## config.mk

```make
export PLATFORM = sky130hd
export DESIGN_NAME = sat_vec_shifter
export DESIGN_NICKNAME = d
export VERILOG_FILES = /design/src/rtl/shifter_pkg.sv /design/src/rtl/lane_shift.sv /design/src/rtl/shift_core.sv /design/src/rtl/out_stage.sv /design/src/rtl/sat_vec_shifter.sv
export SDC_FILE = /design/constraint.sdc
export NUM_CORES = 1
export LEC_CHECK = 0
export ABC_AREA = 1
export BUFFER_PORTS_ARGS = -buffer_cell sky130_fd_sc_hd__buf_2
export CORE_MARGIN = 2
export CORE_UTILIZATION = 40
export DETAILED_ROUTE_END_ITERATION = 8
export SYNTH_ARGS = -nofsm -noshare
export SYNTH_HDL_FRONTEND = slang
export SYNTH_HIERARCHICAL = 1
export SYNTH_SLANG_ARGS = --single-unit
```

## constraint.sdc

```tcl
create_clock -name clk -period 2.97 [get_ports clk]
set_input_delay 0 -clock clk [delete_from_list [all_inputs] [get_ports clk]]
set_output_delay 0 -clock clk [all_outputs]
set_load 0.005 [all_outputs]
```

## src/rtl/shifter_pkg.sv

```systemverilog
package shifter_pkg;
  typedef enum logic [1:0] {
    MODE_HALF_LO = 2'b00,
    MODE_HALF_HI = 2'b01,
    MODE_WORD    = 2'b10,
    MODE_VEC     = 2'b11
  } shift_mode_e;
endpackage

```

## src/rtl/lane_shift.sv

```systemverilog
// One signed lane: left shift with optional clamp, right shift with sign fill.
module lane_shift #(
  parameter int W  = 16,
  parameter int CW = 6
) (
  input  logic [W-1:0]  x,
  input  logic [CW-1:0] cnt,
  input  logic          sat_en,
  output logic [W-1:0]  y,
  output logic          sat
);
  localparam int XW = W + 2**(CW-1);
  localparam logic [W-1:0] LANE_MIN = {1'b1, {(W-1){1'b0}}};
  localparam logic [W-1:0] LANE_MAX = {1'b0, {(W-1){1'b1}}};

  logic          neg;
  logic [CW-1:0] mag;
  logic [XW-1:0] wide;
  logic [XW-W:0] top;
  logic          lost;
  logic signed [W-1:0] xs;
  logic signed [W-1:0] rsh;

  assign neg  = cnt[CW-1];
  assign mag  = neg ? (~cnt + 1'b1) : cnt;
  assign wide = {{(XW-W){x[W-1]}}, x} << mag;
  assign top  = wide[XW-1:W-1];
  assign lost = !((&top) || !(|top));
  assign xs   = x;
  assign rsh  = xs >>> mag;

  always_comb begin
    sat = 1'b0;
    if (neg) begin
      y = rsh;
    end else if (sat_en && lost) begin
      sat = 1'b1;
      y   = x[W-1] ? LANE_MIN : LANE_MAX;
    end else begin
      y = wide[W-1:0];
    end
  end
endmodule

```

## src/rtl/shift_core.sv

```systemverilog
// Builds the word lane and the half lanes, then selects by mode.
module shift_core
  import shifter_pkg::*;
#(
  parameter int DW = 32,
  parameter int HW = 16,
  parameter int CW = 6
) (
  input  logic [DW-1:0] operand,
  input  logic [CW-1:0] count,
  input  shift_mode_e   mode,
  input  logic          sat_en,
  output logic [DW-1:0] res,
  output logic          ovf
);
  localparam int LANES = DW / HW;

  logic [DW-1:0] w_y;
  logic          w_s;
  logic [HW-1:0] h_y [LANES];
  logic          h_s [LANES];

  lane_shift #(.W(DW), .CW(CW)) u_word (
    .x(operand), .cnt(count), .sat_en(sat_en), .y(w_y), .sat(w_s)
  );

  for (genvar g = 0; g < LANES; g++) begin : g_half
    lane_shift #(.W(HW), .CW(CW)) u_half (
      .x(operand[g*HW +: HW]), .cnt(count), .sat_en(sat_en),
      .y(h_y[g]), .sat(h_s[g])
    );
  end

  always_comb begin
    res = operand;
    ovf = 1'b0;
    unique case (mode)
      MODE_HALF_LO: begin
        res[HW-1:0] = h_y[0];
        ovf         = h_s[0];
      end
      MODE_HALF_HI: begin
        res[DW-1 -: HW] = h_y[LANES-1];
        ovf             = h_s[LANES-1];
      end
      MODE_WORD: begin
        res = w_y;
        ovf = w_s;
      end
      default: begin
        for (int i = 0; i < LANES; i++) begin
          res[i*HW +: HW] = h_y[i];
          ovf             = ovf | h_s[i];
        end
      end
    endcase
  end
endmodule

```

## src/rtl/out_stage.sv

```systemverilog
// Output register with synchronous reset and hold when idle.
module out_stage #(
  parameter int DW = 32
) (
  input  logic          clk,
  input  logic          rst,
  input  logic          vld_in,
  input  logic [DW-1:0] d_res,
  input  logic          d_ovf,
  output logic          vld_out,
  output logic [DW-1:0] q_res,
  output logic          q_ovf
);
  always_ff @(posedge clk) begin
    if (rst) begin
      vld_out <= 1'b0;
      q_res   <= '0;
      q_ovf   <= 1'b0;
    end else begin
      vld_out <= vld_in;
      if (vld_in) begin
        q_res <= d_res;
        q_ovf <= d_ovf;
      end
    end
  end
endmodule

```

## src/rtl/sat_vec_shifter.sv

```systemverilog
module sat_vec_shifter
  import shifter_pkg::*;
#(
  parameter int DW = 32,
  parameter int HW = 16,
  parameter int CW = 6
) (
  input  logic          clk,
  input  logic          rst,
  input  logic          in_valid,
  input  logic [DW-1:0] operand,
  input  logic [CW-1:0] count,
  input  logic [1:0]    mode,
  input  logic          sat_en,
  output logic          out_valid,
  output logic [DW-1:0] result,
  output logic          ovf
);
  logic [DW-1:0] c_res;
  logic          c_ovf;

  shift_core #(.DW(DW), .HW(HW), .CW(CW)) u_core (
    .operand(operand), .count(count), .mode(shift_mode_e'(mode)),
    .sat_en(sat_en), .res(c_res), .ovf(c_ovf)
  );

  out_stage #(.DW(DW)) u_out (
    .clk(clk), .rst(rst), .vld_in(in_valid), .d_res(c_res), .d_ovf(c_ovf),
    .vld_out(out_valid), .q_res(result), .q_ovf(ovf)
  );
endmodule

```

# Word level (Yosys, flattened, before mapping)

Index checks and enable logic that the tools add are counted.

Register bits after elaboration: 34
Input port bits: 44
Output and inout bits: 34
Logic and storage cells: 52

Add/subtract/negate cells: 1
Equal/unequal tests: 2
Shift-type cells: 6
Multiplexer cells: 19
Bitwise logic cells: 2
Reduce and logical (&&, ||, !) cells: 19

Operators with widths:

| kind                  | count |
|---|---|
| $reduce_and A33 Y1    | 3 |
| $reduce_or A33 Y1     | 3 |
| $mux W16              | 6 |
| $mux W32              | 3 |
| $shl A48 B6 Y48       | 2 |
| $pmux W16 S2          | 2 |
| $shl A64 B6 Y64       | 1 |
| $sshr A16 B6 Y16      | 2 |
| $sshr A32 B6 Y32      | 1 |
| $add A6 B1 Y6 const B | 1 |
| $logic_not A1 Y1      | 6 |
| $mux W1               | 6 |
| $mux W6               | 1 |
| $not A6 Y6            | 1 |
| $logic_and A1 B1 Y1   | 3 |
| $logic_or A1 B1 Y1    | 3 |
| $pmux W1 S3           | 1 |
| $eq A2 B1 Y1 const B  | 1 |
| $eq A2 B2 Y1 const B  | 1 |
| $logic_not A2 Y1      | 1 |
| $or A1 B1 Y1          | 1 |

# Longest topological paths before layout

Depth in word-level cells: 13
Depth in mapped cells: 35
Gate-level depth less buffers: 31

# Modules after synthesis

Netlist, hierarchy kept.

By module, submodules not included:

| module                                    | instances | cells each | area an instance (um^2) |
|---|---|---|---|
| lane_shift at u_core.g_half[0].u_half ... | 2         | 651        | 2,995.4 |
| lane_shift at u_core.u_word               | 1         | 1,285      | 5,570.3 |
| out_stage                                 | 1         | 212        | 1,371.3 |
| shift_core                                | 1         | 185        | 837.1 |

# Least setup slack after synthesis

Ideal clock, no wire load.

Path type: input to register
From: in count[0]
To: reg u_out.q_res[14]
Setup time: 0.113 ns
Arrival: 2.689 ns
Required time: 2.857 ns
Setup slack: 0.168 ns
Cell stages on the path: 30
Cell sequence: inv_2 -> buf_2 -> buf_2 -> ha_1 -> nand2_1 -> nand2_2 -> buf_2 -> o21ai_0 -> nand2_1 -> nand3_1 -> nand3_1 -> nand3_1 -> nand2_1 -> nor2_1 -> nand2_1 -> nor2_1 -> nand2_1 -> nor2_1 -> nor2_1 -> nand4_1 -> buf_2 -> nand3_1 -> nand2_1 -> nand2_1 -> nand2_1 -> nand2_1 -> inv_1 -> nand2_1 -> nand2_1 -> nor2_1

Word-level cells in the longest chain between the ends: 12
Elaborated cells between the ends (all ways): 24
Classes of those cells: add/sub (1); shift (4); mux (6); bitwise (1); reduce/logical (12)

Ends and longest elaborated chain:

| element              | RTL line              | text |
|---|---|---|
| start, declared      | sat_vec_shifter.sv:12 | `input logic [CW-1:0] count,` |
| $not A6 Y6           | lane_shift.sv:25      | `assign mag = neg ? (~cnt + 1'b1) : cnt;` |
| $add A6 B1 Y6        | lane_shift.sv:25      |  |
| $mux W6 *            | lane_shift.sv:25      |  |
| $shl A64 B6 Y64      | lane_shift.sv:26      | `assign wide = {{(XW-W){x[W-1]}}, x} << mag;` |
| $reduce_or A33 Y1    | lane_shift.sv:28      | `assign lost = !((&top) \|\| !(\|top));` |
| $logic_not A1 Y1     | lane_shift.sv:28      |  |
| $logic_or A1 B1 Y1   | lane_shift.sv:28      |  |
| $logic_not A1 Y1     | lane_shift.sv:28      |  |
| $logic_and A1 B1 Y1  | lane_shift.sv:36      | `end else if (sat_en && lost) begin` |
| $mux W32             | lane_shift.sv:36      |  |
| $mux W32 *           | lane_shift.sv:34      | `if (neg) begin` |
| net u_core.w_y[14]   | shift_core.sv:18      | `logic [DW-1:0] w_y;` |
| $pmux W16 S2 *       | shift_core.sv:37      | `unique case (mode)` |
| net c_res[14]        | sat_vec_shifter.sv:19 | `logic [DW-1:0] c_res;` |
| end signal, assigned | out_stage.sv:22       | `q_res <= d_res;` |
| end, declared        | out_stage.sv:11       | `output logic [DW-1:0] q_res,` |

The timed path passes the listed nets; every way through them passes the cells marked *.
A chain may end at the register's enable or synchronous reset.

# Final worst setup path

From: in count[1]
To: reg u_out.q_res[17]

The elaborated chain is that of the path after synthesis.

==> results.py <==
metrics = {
    "placed_design": {
        "placedCellCount": 3816,
        "hpwl_um": 59900,
        "placement.setup.worst_slack_ns": -1.02,
        "post_dp_cell_area_mm2": 0.0178,
        "finalWeightedCongestion": 1.08,
        "portBuffers": 77,
    },
    "yosys": {
        "synth-warning-count": 6,
        "synth_cells": 2984,
        "synth.cell_area_mm2": 0.0138,
        "synth_enable_flop_cells": 0,
        "yosys_most_used_dff": "dfxtp_1",
        "ys_top_cells_by_area": "nand2_1 39%, nand3_1 20%, nor2_1 6.6%",
        "async_flop_share": 0,
        "synth_largest_area_cell": "nand2_1",
        "yosysTopAreaCellShare": 0.392,
        "synth_fp_nets": 3035,
        "syn-mean-instance-area_um2": 4.61,
        "yosys.cell_types.count": 36,
        "ys_seq_elements": 34,
        "synth_sequential_area_ratio": 0.0494,
    },
    "job": {
        "max_cap_violations": 0,
    },
    "power": {
        "total_leakage_power_nw": 12.1,
        "clock_power_share": 0.100,
        "seq_power_share": 0.076,
        "power.switching_fraction": 0.532,
        "netSwitchingPower_w": 0.00365,
        "combinationalPowerShare": 0.825,
        "cellInternalPower_w": 0.00320,
        "power_density_mw_per_mm2": 306,
        "vdd.ir_drop.worst_mv": 0.235,
    },
    "detailed_routing": {
        "drt_pre_antenna_iters": 7,
        "num_vias": 23500,
        "drt_iter0_drc": 3296,
        "drcViolationCount": 0,
        "finalWirelength_um": 82600,
        "wire_per_inst_um": 20.9,
        "drt.antenna.violating_nets": 0,
        "via_per_inst": 5.95,
    },
    "cells_and_area": {
        "fin_area_mm2": 0.0224,
        "multiInputGateArea_mm2": 0.0141,
        "final-seq-area_um2": 681,
        "antenna_cells_inserted": 0,
        "mostFrequentLayoutCells": "1155 x nand2_1, 509 x buf_4, 341 x nand3_1",
        "fin_nets": 3548,
        "syn_to_layout_area_delta_pct": 62.8,
        "leading_cell_type_in_the_layout_fill_and_taps_excluded": "nand2_1",
        "final_cell_count_no_fill": 3946,
        "nFillCells": 3169,
        "share_of_layout_cells_above_drive_strength_1": 0.393,
    },
    "setup_path": {
        "reg2reg_slack_ns": 2.31,
        "setup.worst_path.start_class": "primary input",
        "reg2reg_to": "u_out/q_res[15]",
        "critical_setup_path_class": "in2reg",
        "launching_point_of_the_worst_reg2reg_path": "u_out/q_res[15]",
        "largest_fanout_on_the_critical_path": 19,
        "crit_arrival_ns": 3.40,
        "critical_path.slowest_cell": "ha_4",
        "crit_required_ns": 3.18,
        "worst_setup_path_end_kind": "flip-flop",
        "cp_common_cell": "nand2_1",
        "crit_path_max_incr_delay_ns": 0.27,
        "timing.reg2reg.worst_path_depth": 2,
    },
    "clocking": {
        "clock-sinks": 34,
        "tritoncts_clock_tree": "yes",
        "numCtsBuffers": 5,
        "cts-root-buf": "clkbuf_16",
        "clkLatencyLatePin_ns": 0.27,
        "cts-htree-levels": 2,
        "cts-root-to-sink-buffers": 2,
        "clk_transition_reported_paths_ns": 0.06,
    },
    "min_path": {
        "whs_path_depth": 8,
        "min-delay-start": "operand[28]",
        "min-delay-path-class": "in2reg",
        "timing.hold.worst_endpoint": "u_out/q_res[28]",
    },
    "sta": {
        "final-hold-violation-count": 0,
        "worst_pin_slew_ns": 1.12,
        "period_minus_slack_ns": 3.19,
        "fin_worst_skew_ns": 0,
        "max_clock_freq_mhz": 314,
        "finalSetupTns_ns": -5.10,
        "relSlewSlack": 0.254,
        "final_critical_path_setup_slack_ns": -0.218,
        "rsz_0062_raised_after_global_routing": "true",
        "setup_viol": 33,
        "drv_slew": 0,
        "period_share": 1.07,
    },
    "outcome": {
        "status": "complete, but fails checks",
        "failed_checks": "negative setup slack",
    },
    "floorplan": {
        "design.portCount": 78,
        "core_region_area_mm2": 0.0337,
        "core.rowCount": 67,
        "die_h_um": 190,
        "die_x_um": 190,
        "start_util": 0.409,
        "fp.dieArea_mm2": 0.0359,
    },
    "global_routing": {
        "grt_remaining_overflow": 0,
        "antenna_found_initial": 0,
        "pin_count_of_the_biggest_net_entering_global_routing": 68,
        "globalRouteTotalUtil": 0.414,
        "first_global_vias": 20700,
        "first_pass_grt_wire_length_um": 117000,
    },
}
what timing repair did:
action                                 in CTS  in global routing
gates resized for setup                   348                481
buffers inserted                           45                 53
pin swaps                                 110                147
hold buffers                                1                  0
endpoints found under the hold margin       1                  0
gates cloned                               18                 10
setup endpoints to repair                  33                 33
metal layers:
metal	GRT usage	routed length (µm)	up-vias
met4	0.190	5790	0
li1	-	-	10600
met1	0.544	31400	10800
met3	0.0721	9890	409
met5	0	0	-
met2	0.660	35600	1656
cell type report:
| cell class | instances | area share |
|---|---|---|
| inverters | 176 | 0.0315 |
| flip-flops and latches | 34 | 0.0304 |
| well taps | 448 | 0.0250 |
| clock inverters | 3 | 0.00307 |
| repair buffers | 698 | 0.275 |
| clock buffers | 5 | 0.00558 |
| multi-input cells | 2582 | 0.630 |
worst max path at each step:
stage / slack, ns / cells after the start / to / startpoint
after detailed placement: -1.02 / 30 / u_out/q_res[26] / count[1]
after floorplan: 0.17 / 30 / u_out/q_res[14] / count[0]
final: -0.22 / 31 / u_out/q_res[17] / count[1]
after CTS: -0.05 / 36 / u_out/q_res[11] / count[1]
after global placement: -1.02 / 29 / u_out/q_res[24] / count[1]
after global routing: -0.35 / 33 / u_out/q_res[11] / count[0]
critical path, delay by kind of cell:
kind | cells | cell delay, ns
and+or+nand+nor | 23 | 2.39
buffers and inverters | 7 | 0.69
adders and majority gates | 1 | 0.27
power by group through the flow:
stage	clock network (W)	logic, W	registers [W]
2_1_floorplan	0	0.00243	0.000525
3_3_place_gp	0	0.00424	0.000527
3_5_place_dp	0	0.00425	0.000527
4_1_cts	0.000687	0.00476	0.000518
5_1_grt	0.000709	0.00596	0.000522
6_report	0.000683	0.00565	0.000518
metrics by stage:
step	utilization	total power [W]	hold slack, ns
6_report	0.665	0.00685	0.382
5_1_grt	0.665	0.00719	0.404
4_1_cts	0.595	0.00597	0.371
3_5_place_dp	0.528	0.00477	0.179
3_3_place_gp	0.528	0.00477	0.173
2_1_floorplan	-	0.00295	0.0713
cells by family after synthesis:
family	synth area share
and+or+nand+nor	0.708
adders and majority gates	0.00636
buffers and inverters	0.129
DFF	0.0494
AOI/OAI and AO/OA	0.0977
muxes	0.0102
cell usage after synthesis, drive strengths merged (2+ instances only):
cell type	count
nor2	253
mux2i	14
nand3	572
nand4	14
buf	155
o22ai	5
inv	175
clkbuf	45
o211ai	22
a22o	2
nand3b	2
a21oi	53
or2	12
dfxtp	34
a31oi	25
nand2	1455
ha	7
o21ai	128
o21a	8
state kept, by name, summed over array words and instances (netlist names):
signal / cells
u_out/q_res: 32
u_out/q_ovf: 1
u_out/vld_out: 1
Note: power is estimated with default switching activity, not from simulation.
